File: src/rtl/tmr_pkg.sv
package tmr_pkg;
    localparam int REG_W   = 8;
    localparam int SEL_W   = 3;
    localparam int ADDR_W  = 2;
    localparam int SYNC_N  = 2;

    localparam int B_START = 0;
    localparam int B_SEL   = 1;
    localparam int B_POL   = 4;
    localparam int B_IEN   = 5;
    localparam int B_CLR   = 6;
    localparam int B_FLAG  = 7;

    localparam logic [ADDR_W-1:0] A_CTRL = 2'd0;
    localparam logic [ADDR_W-1:0] A_CMP  = 2'd1;
    localparam logic [ADDR_W-1:0] A_CNT  = 2'd2;

    localparam int N_INT_SRC = 7;

    typedef enum logic [1:0] {
        ST_HALT  = 2'd0,
        ST_ARM   = 2'd1,
        ST_COUNT = 2'd2
    } tmr_state_e;

    function automatic int tap_of(logic [SEL_W-1:0] code);
        case (code)
            3'd0:    return 0;
            3'd1:    return 1;
            3'd2:    return 3;
            3'd3:    return 5;
            3'd4:    return 6;
            3'd5:    return 7;
            default: return 8;
        endcase
    endfunction

    localparam int PSC_W = tap_of(3'd6) + 1;
endpackage

File: src/rtl/tmr_sync.sv
module tmr_sync #(
    parameter int STAGES = 2
) (
    input  logic clk,
    input  logic rst_n,
    input  logic async_in,
    output logic sync_out
);
    logic [STAGES-1:0] chain_q;

    generate
        for (genvar s = 0; s < STAGES; s++) begin : g_stage
            if (s == 0) begin : g_first
                always_ff @(posedge clk or negedge rst_n) begin
                    if (!rst_n) chain_q[s] <= 1'b0;
                    else        chain_q[s] <= async_in;
                end
            end else begin : g_rest
                always_ff @(posedge clk or negedge rst_n) begin
                    if (!rst_n) chain_q[s] <= 1'b0;
                    else        chain_q[s] <= chain_q[s-1];
                end
            end
        end
    endgenerate

    assign sync_out = chain_q[STAGES-1];
endmodule

File: src/rtl/tmr_prescaler.sv
module tmr_prescaler
    import tmr_pkg::*;
(
    input  logic             clk,
    input  logic             rst_n,
    input  logic             clr,
    input  logic             tick,
    input  logic [SEL_W-1:0] sel,
    input  logic             ext_lvl,
    output logic             src_lvl
);
    localparam int N_SRC = 1 << SEL_W;

    logic [PSC_W-1:0] psc_q;
    logic [N_SRC-1:0] lvl_vec;

    always_ff @(posedge clk or negedge rst_n) begin
        if (!rst_n)    psc_q <= '0;
        else if (clr)  psc_q <= '0;
        else if (tick) psc_q <= psc_q + 1'b1;
    end

    generate
        for (genvar k = 0; k < N_SRC; k++) begin : g_tap
            if (k < N_INT_SRC) begin : g_int
                localparam int TAP = tap_of(SEL_W'(k));
                assign lvl_vec[k] = psc_q[TAP];
            end else begin : g_ext
                assign lvl_vec[k] = ext_lvl;
            end
        end
    endgenerate

    assign src_lvl = lvl_vec[sel];

    assert_psc_freeze_R13: assert property (@(posedge clk) disable iff (!rst_n)
        (!tick && !clr) |=> $stable(psc_q));
endmodule

File: src/rtl/tmr_edge.sv
module tmr_edge (
    input  logic clk,
    input  logic rst_n,
    input  logic lvl,
    input  logic rise_sel,
    output logic hit
);
    logic prev_q;

    always_ff @(posedge clk or negedge rst_n) begin
        if (!rst_n) prev_q <= 1'b0;
        else        prev_q <= lvl;
    end

    always_comb begin
        if (rise_sel) hit = lvl && !prev_q;
        else          hit = !lvl && prev_q;
    end
endmodule

File: src/rtl/tmr_count_fsm.sv
module tmr_count_fsm
    import tmr_pkg::*;
#(
    parameter int CNT_W = REG_W
) (
    input  logic             clk,
    input  logic             rst_n,
    input  logic             start_evt,
    input  logic             stop_evt,
    input  logic             edge_hit,
    input  logic             clr_req,
    input  logic [CNT_W-1:0] cmp_val,
    output logic [CNT_W-1:0] cnt,
    output logic             flag,
    output logic             counting
);
    tmr_state_e       state_q, state_d;
    logic [CNT_W-1:0] cnt_q;
    logic             flag_q;
    logic             fire, match;

    always_ff @(posedge clk or negedge rst_n) begin
        if (!rst_n) state_q <= ST_HALT;
        else        state_q <= state_d;
    end

    always_comb begin
        state_d = state_q;
        unique case (state_q)
            ST_HALT:  if (start_evt) state_d = ST_ARM;
            ST_ARM:   state_d = stop_evt ? ST_HALT : ST_COUNT;
            ST_COUNT: if (stop_evt) state_d = ST_HALT;
            default:  state_d = ST_HALT;
        endcase
    end

    always_comb begin
        counting = (state_q == ST_COUNT);
        fire     = counting && edge_hit;
        match    = fire && (cnt_q == cmp_val);
    end

    always_ff @(posedge clk or negedge rst_n) begin
        if (!rst_n)         cnt_q <= '0;
        else if (start_evt) cnt_q <= '0;
        else if (match)     cnt_q <= '0;
        else if (fire)      cnt_q <= cnt_q + 1'b1;
    end

    always_ff @(posedge clk or negedge rst_n) begin
        if (!rst_n)       flag_q <= 1'b0;
        else if (match)   flag_q <= 1'b1;
        else if (clr_req) flag_q <= 1'b0;
    end

    assign cnt  = cnt_q;
    assign flag = flag_q;

    assert_halt_hold_R2: assert property (@(posedge clk) disable iff (!rst_n)
        (state_q == ST_HALT && !start_evt) |=> $stable(cnt_q));
    assert_start_clear_R3: assert property (@(posedge clk) disable iff (!rst_n)
        start_evt |=> (cnt_q == '0 && state_q == ST_ARM));
    assert_match_reload_R7: assert property (@(posedge clk) disable iff (!rst_n)
        match |=> (flag_q && cnt_q == '0));
    assert_clear_flag_R9: assert property (@(posedge clk) disable iff (!rst_n)
        (clr_req && !match) |=> !flag_q);
    assert_set_wins_R10: assert property (@(posedge clk) disable iff (!rst_n)
        (clr_req && match) |=> flag_q);
endmodule

File: src/rtl/tick_cmp_timer.sv
module tick_cmp_timer
    import tmr_pkg::*;
(
    input  logic              clk,
    input  logic              rst_n,
    input  logic              inst_tick,
    input  logic              ext_clk,
    input  logic [ADDR_W-1:0] reg_addr,
    input  logic [REG_W-1:0]  reg_wdata,
    input  logic              reg_we,
    output logic [REG_W-1:0]  reg_rdata,
    output logic              irq
);
    logic             start_q, pol_q, ien_q;
    logic [SEL_W-1:0] sel_q;
    logic [REG_W-1:0] cmp_q;
    logic             ctrl_wr, start_evt, stop_evt, clr_req;
    logic             ext_sync, src_lvl, edge_hit;
    logic [REG_W-1:0] cnt;
    logic             flag, counting;
    logic             unused_wbit;

    assign unused_wbit = reg_wdata[B_FLAG] ^ counting;

    always_comb begin
        ctrl_wr   = reg_we && (reg_addr == A_CTRL);
        start_evt = ctrl_wr && reg_wdata[B_START] && !start_q;
        stop_evt  = ctrl_wr && !reg_wdata[B_START];
        clr_req   = ctrl_wr && reg_wdata[B_CLR];
    end

    always_ff @(posedge clk or negedge rst_n) begin
        if (!rst_n) begin
            start_q <= 1'b0;
            pol_q   <= 1'b0;
            ien_q   <= 1'b0;
            sel_q   <= '0;
        end else if (ctrl_wr) begin
            start_q <= reg_wdata[B_START];
            pol_q   <= reg_wdata[B_POL];
            ien_q   <= reg_wdata[B_IEN];
            sel_q   <= reg_wdata[B_SEL +: SEL_W];
        end
    end

    always_ff @(posedge clk or negedge rst_n) begin
        if (!rst_n)                           cmp_q <= '0;
        else if (reg_we && reg_addr == A_CMP) cmp_q <= reg_wdata;
    end

    tmr_sync #(.STAGES(SYNC_N)) u_sync (
        .clk      (clk),
        .rst_n    (rst_n),
        .async_in (ext_clk),
        .sync_out (ext_sync)
    );

    tmr_prescaler u_psc (
        .clk     (clk),
        .rst_n   (rst_n),
        .clr     (start_evt),
        .tick    (inst_tick),
        .sel     (sel_q),
        .ext_lvl (ext_sync),
        .src_lvl (src_lvl)
    );

    tmr_edge u_edge (
        .clk      (clk),
        .rst_n    (rst_n),
        .lvl      (src_lvl),
        .rise_sel (pol_q),
        .hit      (edge_hit)
    );

    tmr_count_fsm #(.CNT_W(REG_W)) u_core (
        .clk       (clk),
        .rst_n     (rst_n),
        .start_evt (start_evt),
        .stop_evt  (stop_evt),
        .edge_hit  (edge_hit),
        .clr_req   (clr_req),
        .cmp_val   (cmp_q),
        .cnt       (cnt),
        .flag      (flag),
        .counting  (counting)
    );

    always_comb begin
        reg_rdata = '0;
        unique case (reg_addr)
            A_CTRL: begin
                reg_rdata[B_START]         = start_q;
                reg_rdata[B_SEL +: SEL_W]  = sel_q;
                reg_rdata[B_POL]           = pol_q;
                reg_rdata[B_IEN]           = ien_q;
                reg_rdata[B_FLAG]          = flag;
            end
            A_CMP:   reg_rdata = cmp_q;
            A_CNT:   reg_rdata = cnt;
            default: reg_rdata = '0;
        endcase
    end

    assign irq = ien_q && flag;

    assert_cmp_write_R12: assert property (@(posedge clk) disable iff (!rst_n)
        (reg_we && reg_addr == A_CMP) |=> (cmp_q == $past(reg_wdata)));
endmodule

File: config.mk
export PLATFORM = sky130hd
export DESIGN_NAME = tick_cmp_timer
export DESIGN_NICKNAME = d
export VERILOG_FILES = /design/src/rtl/tmr_pkg.sv /design/src/rtl/tmr_sync.sv /design/src/rtl/tmr_prescaler.sv /design/src/rtl/tmr_edge.sv /design/src/rtl/tmr_count_fsm.sv /design/src/rtl/tick_cmp_timer.sv
export SDC_FILE = /design/constraint.sdc
export NUM_CORES = 1
export LEC_CHECK = 0
export BUFFER_PORTS_ARGS = -buffer_cell sky130_fd_sc_hd__buf_2
export CAP_MARGIN = 20
export CORE_MARGIN = 2
export CORE_UTILIZATION = 37
export CTS_CLUSTER_SIZE = 24
export DETAILED_ROUTE_END_ITERATION = 7
export GPL_ROUTABILITY_DRIVEN = 0
export GPL_TIMING_DRIVEN = 0
export PLACE_DENSITY = 0.62
export SYNTH_ARGS = -nofsm -noshare
export SYNTH_HDL_FRONTEND = slang
export SYNTH_HIERARCHICAL = 1
export SYNTH_SLANG_ARGS = --single-unit
File: constraint.sdc
create_clock -name clk -period 2.55 [get_ports clk]
set_input_delay 0.3825 -clock clk [delete_from_list [all_inputs] [get_ports clk]]
set_output_delay 0.3825 -clock clk [all_outputs]
set_load 0.005 [all_outputs]
==> metrics <==
Tcrit/Tclk final 0.9537; post-route cell area 2409 um2; CTS Hold Bufs 0; Slew @ Worst Pin 827.7 ps; die height 77.83 um; Slew headroom 0.4482; crit path kind flop to flop; Mean Syn Cell Area 11.59 um2; # IOs 24; Comb pwr share 0.263; flop2flop setup slack 120 ps; Psw 0.0006101 W; Setup-failing EPs final 0; clock tree buffer depth 2; leakage power 1.053 nW; power after layout 0.001933 W; Final Hold Violating Endpoints 0; Slew Viols, Final 0; clk_lat worst skew 280 ps; Root Buffer clkbuf_8; Max Clk Rate 411.2 MHz; Global Route Usage Sum 0.1508; Max-Cap Viols 0; Clock Power Share 0.269; global-route wire length before repair 7113 um; clock skew 5.597 ps; Initial Utilization 0.3899; antenna viol nets, final 0; TritonCTS clock tree yes; Pint 0.001323 W; syn_nets 195; fraction of layout cells with a size suffix above 1 0.3662; hpwl dp 3061 um; WL/cell 15.11 um; Synthesis Warnings 6; DP Worst Slack -61.60 ps; HP Class input pin to async pin; drt pass-1 iters 5; maximum vdd drop 428.0 uV; Vias/cell 5.339; TritonCTS buffer count 5; Flop pwr share 0.468; DRT Wirelength 4275 um; min Tclk post-route 2432 ps; synthesized area 2017 um2; # rows 26; Die Wd 77.83 um; Layout Nets 233; final core occ 0.4657; FF-to-FF Start sel_q[0]; final global-route overflow total 0; Vias 1511; Worst EP arrival 2630 ps; largest net degree at the start of global routing 38; status complete, no violations; Num Clock Sinks 37; crit-path max FO 7; FF-to-FF End u_core/cnt[3]; die footprint 6058 um2; WP data required 2750 ps; P&R area growth vs syn 19.42%; element type at the critical path end flop; DRC Markers 0; Setup TNS 0 ps; antenna violations before repair 0; I/O Buffers 22; crit start category flop; Mapped Cells 174; DR iter-0 viols 117; switching share of power 0.3156; RSZ-0062 raised after global routing false; Antenna Cells 0; final worst setup slack 118.1 ps; P per Cell Area 802.5 nW/um2; H-Tree Depth 2; vias in the first global route 1403; Placed Area 2222 um2; r2r worst-path depth 9; Clock transition at path regs 70 ps; Core Area 5172 um2
[metrics by stage]
step	std cells	hold WS, ps
finish	283	201.1
global route	283	183.5
CTS	275	187.1
detailed placement	267	339.4
global placement	266	334.8
floorplan	174	86.91
[state kept, by name, summed over array words and instances (netlist names)]
name             cells
cmp_q                8
ien_q                1
pol_q                1
sel_q                3
start_q              1
u_core/cnt           8
u_core/flag          1
u_core/state_q       2
u_edge/prev_q        1
u_psc/psc_q          9
u_sync/chain_q       1
u_sync/sync_out      1
[worst max-delay path by stage]
stage	from	endpoint	depth (start not counted)
after floorplan	reg_addr[0]	u_psc/psc_q[6]	9
after detailed placement	reg_addr[0]	u_psc/psc_q[6]	10
after global placement	reg_addr[0]	u_psc/psc_q[8]	10
final	sel_q[0]	u_core/cnt[3]	9
after global routing	sel_q[0]	u_core/cnt[3]	9
after CTS	sel_q[0]	u_core/cnt[3]	9
[area by class of cell]
type / count / area (um2)
Buffer: 7 / 53.80
Clock buffer: 6 / 82.58
Clock inverter: 2 / 37.54
Fill cell: 495 / 2764
Inverter: 4 / 15.01
Multi-Input combinational cell: 126 / 1022
Sequential cell: 37 / 932.1
Tap cell: 70 / 87.58
Timing Repair Buffer: 31 / 177.7
[cells in the final DEF, fill, tap and decap left out, types with 3 or more instances in the layout]
master / instances
buf_4: 12
nor2_1: 15
o21ai_0: 3
dfrtp_2: 5
dfrtp_1: 32
xnor2_1: 11
xor2_1: 7
ha_1: 6
o21ai_1: 3
clkbuf_8: 6
a21oi_1: 7
inv_1: 4
nand2_1: 4
a222oi_1: 7
buf_2: 23
a211oi_1: 4
mux2_2: 15
nand4_1: 4
[power by group through the flow]
stage                     Sequential [W]  Clock [W]  Combinational, W
final                           0.000905   0.000519          0.000509
after global routing            0.000927   0.000563          0.000569
after CTS                       0.000903   0.000538          0.000452
after detailed placement        0.000914          0          0.000451
after global placement          0.000911          0          0.000440
after floorplan                 0.000862          0          0.000352
[critical path, cell delays in order, from the launching register on]
cell,delay [ps]
dfrtp_2,410
mux4_2,500
mux2_2,300
nand2b_1,160
o21ai_2,130
and3b_2,230
buf_6,130
o2111ai_2,110
xor2_1,170
a211oi_2,200
[repair_timing]
action	4_1_cts	5_1_grt
gates resized for setup	0	5
endpoints found under the setup margin	0	3
setup buffers	0	8
[layer usage]
metal | up-vias | global-route usage | wire, um
met5 | - | 0 | 0
met4 | 0 | 0.07679 | 99
met3 | 9 | 0.02209 | 123
met2 | 35 | 0.2147 | 1986
met1 | 736 | 0.2211 | 2065
li1 | 731 | - | -
Power figures use the tool's default switching activity.
